==> src/rtl/pim_pkg.sv <==
// Shared definitions for the planar pixel to palette index mapper.
// Assumes an 8-bit index, so the fixed status bit positions exist.
package pim_pkg;
    localparam int PIM_PLANES = 4;
    localparam int PIM_CREG_W = 6;

    // Status pair selection codes
    typedef enum logic [1:0] {
        STAT_B2_B0 = 2'd0,
        STAT_B5_B4 = 2'd1,
        STAT_B3_B1 = 2'd2,
        STAT_B7_B6 = 2'd3
    } stat_sel_e;
endpackage

==> src/rtl/pim_lookup.sv <==
// Lookup path: masks plane bits, selects a colour register and adds
// the shared upper bits plus the optional alternate middle bits.
// Assumes IDX_W - CREG_W upper bits and an alternate field of equal width.
module pim_lookup #(
    parameter int PLANES = 4,
    parameter int CREG_W = 6,
    parameter int IDX_W  = 2 * PLANES,
    localparam int NUM_COL = 1 << PLANES,
    localparam int UP_W    = IDX_W - CREG_W
) (
    input  logic [PLANES-1:0]        planes,
    input  logic [PLANES-1:0]        plane_en,
    input  logic [NUM_COL*CREG_W-1:0] colour_regs,
    input  logic [2*UP_W-1:0]        col_sel,
    input  logic                     alt_sel,
    output logic [PLANES-1:0]        masked_nib,
    output logic [IDX_W-1:0]         direct_idx
);
    logic [CREG_W-1:0] creg_pick;

    // Gate each plane bit with its enable
    generate
        for (genvar p = 0; p < PLANES; p++) begin : g_plane
            assign masked_nib[p] = planes[p] & plane_en[p];
        end
    endgenerate

    // Select the colour register addressed by the masked value
    always_comb begin
        creg_pick = '0;
        for (int k = 0; k < NUM_COL; k++) begin
            if (masked_nib == PLANES'(k)) begin
                creg_pick = colour_regs[k*CREG_W +: CREG_W];
            end
        end
    end

    // Compose upper, middle and lower index fields
    always_comb begin
        direct_idx = {col_sel[2*UP_W-1:UP_W], creg_pick};
        if (alt_sel) begin
            direct_idx[CREG_W-1 -: UP_W] = col_sel[UP_W-1:0];
        end
    end
endmodule

==> src/rtl/pim_packer.sv <==
// Packed-mode pairing: holds the first nibble of a pair and joins it
// with the second, first nibble on top. Restarts whenever packing is off.
module pim_packer #(
    parameter int PLANES = 4,
    localparam int IDX_W = 2 * PLANES
) (
    input  logic              clk,
    input  logic              rst_n,
    input  logic              in_valid,
    input  logic              packed_mode,
    input  logic [PLANES-1:0] nib,
    output logic              pack_valid,
    output logic [IDX_W-1:0]  pack_idx
);
    logic              phase_q;
    logic [PLANES-1:0] upper_q;

    // Track which half of a pair the next accepted nibble is
    always_ff @(posedge clk) begin
        if (!rst_n || !packed_mode) begin
            phase_q <= 1'b0;
        end else if (in_valid) begin
            phase_q <= ~phase_q;
        end
    end

    // Hold the first nibble of the pair
    always_ff @(posedge clk) begin
        if (!rst_n) begin
            upper_q <= '0;
        end else if (in_valid && packed_mode && !phase_q) begin
            upper_q <= nib;
        end
    end

    assign pack_valid = in_valid && packed_mode && phase_q;
    assign pack_idx   = {upper_q, nib};

    // Second half of a pair always returns the pairing to its start
    p_pair_restart_r6: assert property (@(posedge clk) disable iff (!rst_n)
        (in_valid && packed_mode && phase_q) |=> !phase_q);

    // Packing off always leaves the next nibble as a first half
    p_phase_clear_r6: assert property (@(posedge clk) disable iff (!rst_n)
        !packed_mode |=> !phase_q);
endmodule

==> src/rtl/pim_out_stage.sv <==
// Output register: applies blanking and the pixel mask, registers the
// index with its strobe, and drives the status bit multiplexer.
module pim_out_stage
    import pim_pkg::*;
#(
    parameter int IDX_W = 8
) (
    input  logic             clk,
    input  logic             rst_n,
    input  logic             take,
    input  logic [IDX_W-1:0] cand_idx,
    input  logic             video_en,
    input  logic [IDX_W-1:0] pix_mask,
    input  logic [1:0]       stat_sel,
    output logic [IDX_W-1:0] idx_q,
    output logic             vld_q,
    output logic             stat_hi,
    output logic             stat_lo
);
    logic [IDX_W-1:0] final_idx;

    // Blank, then apply the pixel mask
    always_comb begin
        final_idx = video_en ? (cand_idx & pix_mask) : '0;
    end

    // Register the index and strobe one clock after acceptance
    always_ff @(posedge clk) begin
        if (!rst_n) begin
            idx_q <= '0;
            vld_q <= 1'b0;
        end else begin
            vld_q <= take;
            if (take) begin
                idx_q <= final_idx;
            end
        end
    end

    // Select the status bit pair from the registered index
    always_comb begin
        unique case (stat_sel_e'(stat_sel))
            STAT_B2_B0: {stat_hi, stat_lo} = {idx_q[2], idx_q[0]};
            STAT_B5_B4: {stat_hi, stat_lo} = {idx_q[5], idx_q[4]};
            STAT_B3_B1: {stat_hi, stat_lo} = {idx_q[3], idx_q[1]};
            default:    {stat_hi, stat_lo} = {idx_q[7], idx_q[6]};
        endcase
    end

    p_blank_r7: assert property (@(posedge clk) disable iff (!rst_n)
        (take && !video_en) |=> (vld_q && idx_q == '0));

    p_mask_r8: assert property (@(posedge clk) disable iff (!rst_n)
        take |=> ((idx_q & ~$past(pix_mask)) == '0));

    p_latency_r10: assert property (@(posedge clk) disable iff (!rst_n)
        take |=> vld_q);

    p_hold_r10: assert property (@(posedge clk) disable iff (!rst_n)
        !take |=> (!vld_q && $stable(idx_q)));
endmodule

==> src/rtl/pal_index_mapper.sv <==
// Top level: converts planar pixel values into palette indices through
// either the colour register lookup or the packed 256-colour path.
// Assumes one pixel per dot clock at most and static control inputs
// across a packed pair.
module pal_index_mapper
    import pim_pkg::*;
#(
    parameter int PLANES = PIM_PLANES,
    parameter int CREG_W = PIM_CREG_W,
    localparam int IDX_W   = 2 * PLANES,
    localparam int NUM_COL = 1 << PLANES,
    localparam int UP_W    = IDX_W - CREG_W
) (
    input  logic                      clk,
    input  logic                      rst_n,
    input  logic                      pix_valid,
    input  logic [PLANES-1:0]         pix_planes,
    input  logic [PLANES-1:0]         plane_en,
    input  logic [NUM_COL*CREG_W-1:0] colour_regs,
    input  logic [2*UP_W-1:0]         col_sel,
    input  logic                      alt_sel,
    input  logic                      packed_mode,
    input  logic                      video_en,
    input  logic [IDX_W-1:0]          pix_mask,
    input  logic [1:0]                stat_sel,
    output logic [IDX_W-1:0]          idx_out,
    output logic                      idx_valid,
    output logic                      stat_hi,
    output logic                      stat_lo
);
    logic [PLANES-1:0] masked_nib;
    logic [IDX_W-1:0]  direct_idx;
    logic              pack_valid;
    logic [IDX_W-1:0]  pack_idx;
    logic              take;
    logic [IDX_W-1:0]  cand_idx;

    pim_lookup #(.PLANES(PLANES), .CREG_W(CREG_W), .IDX_W(IDX_W)) u_lookup (
        .planes      (pix_planes),
        .plane_en    (plane_en),
        .colour_regs (colour_regs),
        .col_sel     (col_sel),
        .alt_sel     (alt_sel),
        .masked_nib  (masked_nib),
        .direct_idx  (direct_idx)
    );

    pim_packer #(.PLANES(PLANES)) u_pack (
        .clk         (clk),
        .rst_n       (rst_n),
        .in_valid    (pix_valid),
        .packed_mode (packed_mode),
        .nib         (masked_nib),
        .pack_valid  (pack_valid),
        .pack_idx    (pack_idx)
    );

    // Choose the path feeding the output register
    always_comb begin
        take     = packed_mode ? pack_valid : pix_valid;
        cand_idx = packed_mode ? pack_idx : direct_idx;
    end

    pim_out_stage #(.IDX_W(IDX_W)) u_out (
        .clk      (clk),
        .rst_n    (rst_n),
        .take     (take),
        .cand_idx (cand_idx),
        .video_en (video_en),
        .pix_mask (pix_mask),
        .stat_sel (stat_sel),
        .idx_q    (idx_out),
        .vld_q    (idx_valid),
        .stat_hi  (stat_hi),
        .stat_lo  (stat_lo)
    );

    // Lookup-mode results appear one clock after the pixel
    p_direct_latency_r10: assert property (@(posedge clk) disable iff (!rst_n)
        (pix_valid && !packed_mode) |=> idx_valid);

    // A completed pair lands in the output, blanked or masked
    p_pair_output_r6: assert property (@(posedge clk) disable iff (!rst_n)
        (pack_valid && video_en) |=> (idx_out == ($past(pack_idx) & $past(pix_mask))));
endmodule

==> config.mk <==
export PLATFORM = sky130hd
export DESIGN_NAME = pal_index_mapper
export DESIGN_NICKNAME = d
export VERILOG_FILES = /design/src/rtl/pim_pkg.sv /design/src/rtl/pim_lookup.sv /design/src/rtl/pim_packer.sv /design/src/rtl/pim_out_stage.sv /design/src/rtl/pal_index_mapper.sv
export SDC_FILE = /design/constraint.sdc
export NUM_CORES = 1
export LEC_CHECK = 0
export ABC_AREA = 0
export CAP_MARGIN = 20
export CELL_PAD_IN_SITES_DETAIL_PLACEMENT = 0
export CELL_PAD_IN_SITES_GLOBAL_PLACEMENT = 1
export CORE_MARGIN = 5
export CORE_UTILIZATION = 20
export CTS_BUF_LIST = sky130_fd_sc_hd__clkbuf_2 sky130_fd_sc_hd__clkbuf_4 sky130_fd_sc_hd__clkbuf_8
export DETAILED_ROUTE_END_ITERATION = 10
export PLACE_DENSITY = 0.89
export RECOVER_POWER = 50
export SYNTH_ARGS = -nofsm -noshare
export SYNTH_HDL_FRONTEND = slang
export SYNTH_SLANG_ARGS = --single-unit
==> constraint.sdc <==
create_clock -name clk -period 1.4 [get_ports clk]
set_input_delay 0.28 -clock clk [delete_from_list [all_inputs] [get_ports clk]]
set_output_delay 0.28 -clock clk [all_outputs]
set_load 0.05 [all_outputs]
* Word level (Yosys, flattened, before mapping) *
Index checks and enable logic that the tools add are counted.

cells by class
  reduce and logical (&&, ||, !) cells = 9
  equal/unequal tests = 17
  mux-type cells = 22
  bitwise logic cells = 6

operators with widths
  operator            number
  $mux 6              16
  $eq 4x4->1 const B  8
  $eq 4x3->1 const B  4
  $mux 8              2
  $and 8x8->8         1
  $eq 4x2->1 const B  2
  $pmux 1 s3          2
  $and 1x1->1         4
  $eq 4x1->1 const B  1
  $logic_not 4->1     1
  $logic_and 1x1->1   3
  $logic_not 1->1     3
  $eq 2x1->1 const B  1
  $eq 2x2->1 const B  1
  $logic_not 2->1     1
  $mux 2              1
  $logic_or 1x1->1    1
  $mux 1              1
  $not 1->1           1

storage, ports and cells
  bits in registers = 14
  input bits = 124
  logic and storage cells = 58
  output and inout port bits = 11

* Depth between registers and ports, before layout *
  depth in word-level cells = 22
  gate-level depth with buffers = 8
  gate-level depth less buffers = 6

* Hierarchy *
A second synthesis with hierarchy kept.

second synthesis, totals
  cell total of the unflattened synthesis = 190
  area, all modules = 1814.2 sq um

modules (own cells, without submodules)
  module            times used  area each (sq um)  cells each  seq. area each (sq um)
  pim_lookup        1           1014.7             115         0.0
  pim_out_stage     1           411.6              38          180.2
  pim_packer        1           241.5              27          100.1
  pal_index_mapper  1           146.4              10          0.0

* Worst setup path before layout *
OpenSTA, ideal clock, no wires.

  path type = input to register
  start = in pix_planes[1]
  end = reg u_out.idx_q[3]
  library setup time = 117 ps
  stages = 7
  data required time = 1283 ps
  arrival = 1389 ps
  buffers on the path = 1
  setup slack = -106 ps
  cell sequence = and2_1 > buf_4 > o21ai_0 > a21oi_1 > a2111oi_2 > o31ai_1 > a32o_1

between the ends
  cells in the longest elaborated chain, start to end = 21
  elaborated cells between the ends (all ways) = 36
  classes of those cells = eq/ne (15); mux (18); bitwise (2); reduce/logical (1)

RTL lines
  what                    line                    text
  start: declaration      pal_index_mapper.sv:17  input logic [PLANES-1:0] pix_planes,
  $and 1x1->1 (*)         pim_lookup.sv:24        assign masked_nib[p] = planes[p] & plane_en[p];
  $logic_not 4->1         pim_lookup.sv:32        if (masked_nib == PLANES'(k)) begin
  $mux 6 (15 in series)   pim_lookup.sv:32
  $mux 6 (*)              pim_lookup.sv:32
  $mux 8 (*)              pal_index_mapper.sv:61  cand_idx = packed_mode ? pack_idx : direct_idx;
  $and 8x8->8 (*)         pim_out_stage.sv:24     final_idx = video_en ? (cand_idx & pix_mask) : '0;
  $mux 8 (*)              pim_out_stage.sv:24
  end signal: assignment  pim_out_stage.sv:35     idx_q <= final_idx;
  end: declaration        pim_out_stage.sv:15     output logic [IDX_W-1:0] idx_q,

Mark *: on every way between the ends. The rest lies on a longest branch, timed or not.
A chain may end at the register's enable or synchronous reset.

* Worst setup path after layout *
  start = reg u_out.idx_q[6]
  end = out stat_lo

between the ends
  cells in the longest elaborated chain, start to end = 1

RTL lines
  what              line                    text
  $pmux 1 s3        pim_out_stage.sv:42     unique case (stat_sel_e'(stat_sel))
  end: declaration  pal_index_mapper.sv:29  output logic stat_lo

No other way between the ends.

==> results by group <==
Run status
  – Status: complete, but fails checks
  – Failing checks: negative setup slack

Synth
  – Syn Area/Cell: 7.16 um^2
  – Post-synth EDFFs: 0
  – Cell variety after synth: 58
  – Synth async-reset ratio: 0%
  – Flops & latches, synth: 14
  – Seq/Total Area, Yosys: 16.2%
  – Mapped Area: ~1700 um^2
  – Yosys warning total: 0
  – Most used DFF post-synth: dfxtp_1
  – Post-Synthesis Cells: around 240
  – Syn nets: ~370

Placement
  – I/O Buffers: between 100 and 150
  – Placed cell count: 520
  – Post-DP Area: between 3000 and 4000 um^2
  – Pre-CTS setup slack: -0.806 ns
  – HPWL after detailed placement: just under 8 mm
  – GPL Wtd Cong: between 0.9 and 1

Setup path
  – RR Startpoint: u_pack.phase_q$_SDFFE_PP0P_
  – Crit path DAT: 1.25 ns
  – WS Path Type: flop to output pin
  – Setup crit start: u_out.idx_q[6]$_SDFFE_PN0P_
  – Worst EP required: 1.12 ns
  – Max Fanout on Critical Path: 3
  – Crit. End Element: output pin
  – Critical path launch point type: flop

Drt
  – DRT Wirelength: 10.3 mm
  – DRC violations left: 0
  – Antenna viol nets, final: 0
  – Vias post-DR: 2821
  – Wire per inst: 19.0 um
  – DR iter-0 viols: 122
  – Pre-antenna DRT Iters: 5
  – Average vias per placed instance: 5.22

Timing
  – Fin crit share: 109%
  – Pins Over Slew Limit: 0
  – Final hold violations: 0
  – Post-layout minimum cycle time: around 1.5 ns
  – Setup violations, final: 5
  – Unrepaired setup endpoints after global routing: true
  – Setup TNS: -0.392 ns
  – Worst-Margin Slew: roughly 0.34 ns
  – Fmax: ~660 MHz
  – Post-route setup slack: -0.126 ns
  – Max_slew headroom: just under 80%
  – Setup Skew: 0.00377 ns

Finish
  – Design Area, Final: between 4000 and 5000 um^2
  – P&R area growth vs syn: 144%
  – Antenna Cells: 0
  – Final cell count without fillers: 540
  – Post-layout nets: approximately 560
  – Final Core Density: about half
  – Ratio of cells with drive above 1 in the final layout: 35.6%

Clock network
  – Reg clk slew, reported paths: ~0.060 ns
  – CTS tree: yes
  – Number of CTS-inserted buffers: 3
  – Clock Tree Root: clkbuf_8
  – Num Clock Sinks: 14
  – Clock buffer depth: 2
  – Htree depth: 1
  – Clock Latency Late Sink: ~0.26 ns

Floorplan
  – Core Rows: 34
  – Core box area: between 8000 and 9000 um^2
  – Chip height: 103 um
  – Ports: 135
  – Initial Util: approximately a fifth
  – Chip Width: roughly 100 um
  – Die Area: ~11000 um^2

Run
  – Max-cap violations: 0

Global routing
  – Pin count of the biggest net entering global routing: 20
  – GRT Util Overall: about 19%
  – Vias in the first global route: between 2000 and 3000
  – First-pass GRT wire length: roughly 15 mm
  – Gr ovfl total: 0
  – Initial antenna violation count: 0

Min path
  – Hold path startpoint: pix_valid
  – Hold WC Path Type: primary input to flop

Power
  – Peak supply drop: 0.249 mV
  – Pwr dens: 457 nW/um^2
  – Static Leak: between 1.5 and 2 nW
[metrics by stage]
| stage | hold WS (ns) | power (mW) |
|---|---|---|
| 2_1_floorplan | 0.402 | 0.761 |
| 3_3_place_gp | 0.504 | 1.35 |
| 3_5_place_dp | 0.522 | 1.36 |
| 4_1_cts | 0.536 | 1.86 |
| 5_1_grt | 0.359 | 2.02 |
| 6_report | 0.357 | 1.93 |
[power by group]
| group | switching (mW) | total [mW] | internal [mW] |
|---|---|---|---|
| Sequential | 0.00708 | 0.417 | 0.410 |
| Clock | 0.159 | 0.409 | 0.250 |
| Combinational | 0.450 | 1.10 | 0.653 |
[flip-flops by register name (all words and copies together), names as in the netlist]
register / cells
u_pack.upper_q: 4
u_out.idx_q: 8
u_out.vld_q: 1
u_pack.phase_q: 1
[Yosys cell counts (all sizes together), types with 3 or more instances]
master / instances / area share, %
nand2: 46 / 10
a21oi: 20 / 5.8
o21ai: 19 / 5.5
buf: 17 / 6.4
dfxtp: 14 / 16
nor2: 11 / 2.5
and2: 9 / 3.2
nand3: 9 / 2.6
mux2i: 8 / 4.6
a31oi: 7 / 2.5
clkbuf: 5 / 1.1
nor3: 5 / 1.4
a22oi: 4 / 1.7
a311oi: 4 / 2.0
a32oi: 4 / 2.0
and3: 4 / 1.4
mux4: 4 / 5.2
nand4: 4 / 1.4
o22ai: 4 / 1.4
a2111oi: 3 / 2.2
a32o: 3 / 1.7
mux2: 3 / 1.9
o311ai: 3 / 1.5
[area by class of cell]
cell class	instances	area, um^2
Sequential cell	14	287
Tap cell	108	135
Inverter	1	3.75
Multi-Input combinational cell	205	1610
Fill cell	821	4370
Clock buffer	4	55.1
Timing Repair Buffer	208	2140
[critical path, cell delays in order (launching register included)]
cell     delay [ns]
dfxtp_2        0.34
mux4_2         0.48
buf_6          0.17
[repair_timing]
| action | CTS | global route |
|---|---|---|
| pin swaps | 30 | 36 |
| hold endpoints to repair | 0 | 0 |
| buffers inserted | 9 | 8 |
| cloned | 2 | 0 |
| resized for setup | 99 | 50 |
| setup endpoints to repair | 14 | 11 |
| hold buffers | 0 | 0 |
[layout by cell type (no fill, tap or decap), types with 3 or more instances in the layout]
master           count
a21oi_1             17
o21ai_0              9
mux2i_1              7
mux4_2               4
buf_8                5
clkbuf_8             4
nand2_2              5
nand2_1             39
a32oi_1              3
dfxtp_1              9
clkdlybuf4s50_1     93
nand3_1              7
dlygate4sd2_1       12
and3_4               3
and2_4               5
o21ai_1             10
nor2_1               9
dfxtp_2              5
a31oi_1              6
a22oi_2              3
and2_1               4
a311oi_2             3
buf_6               20
a32o_1               3
nor3_1               3
dlymetal6s2s_1       9
nand4_1              4
buf_12              14
buf_4               47
a21oi_2              3
[final timing paths]
kind,to,slack [ns],cells after the start
hold / removal,u_out.vld_q$_SDFF_PN0_,0.36,2
setup reg to reg,u_out.idx_q[2]$_SDFFE_PN0P_,-0.01,6
setup / recovery,stat_lo,-0.13,2
hold reg to reg,u_out.idx_q[6]$_SDFFE_PN0P_,0.53,1
[kinds of logic (layout without fill, tap and decap cells)]
group | after synthesis | count (layout) | synth area share (%)
muxes | 15 | 15 | 11.8
and+or+nand+nor | 95 | 95 | 25.8
buffers and inverters | 23 | 213 | 7.73
DFF | 14 | 14 | 16.2
AOI/OAI and AO/OA | 94 | 94 | 38.1
xor gates and xnor gates | 1 | 1 | 0.506
[routing by layer]
metal | part of all wire [%] | global-route usage (%) | vias up | wire (um)
met3 | 8.9 | 4.26 | 17 | 910
met1 | 38 | 22.3 | 1342 | 3950
li1 | - | - | 1317 | -
met4 | 2.1 | 4.58 | 0 | 220
met5 | 0 | 0 | - | 0
met2 | 51 | 33.1 | 145 | 5200
(Power assumes the default switching activity.)
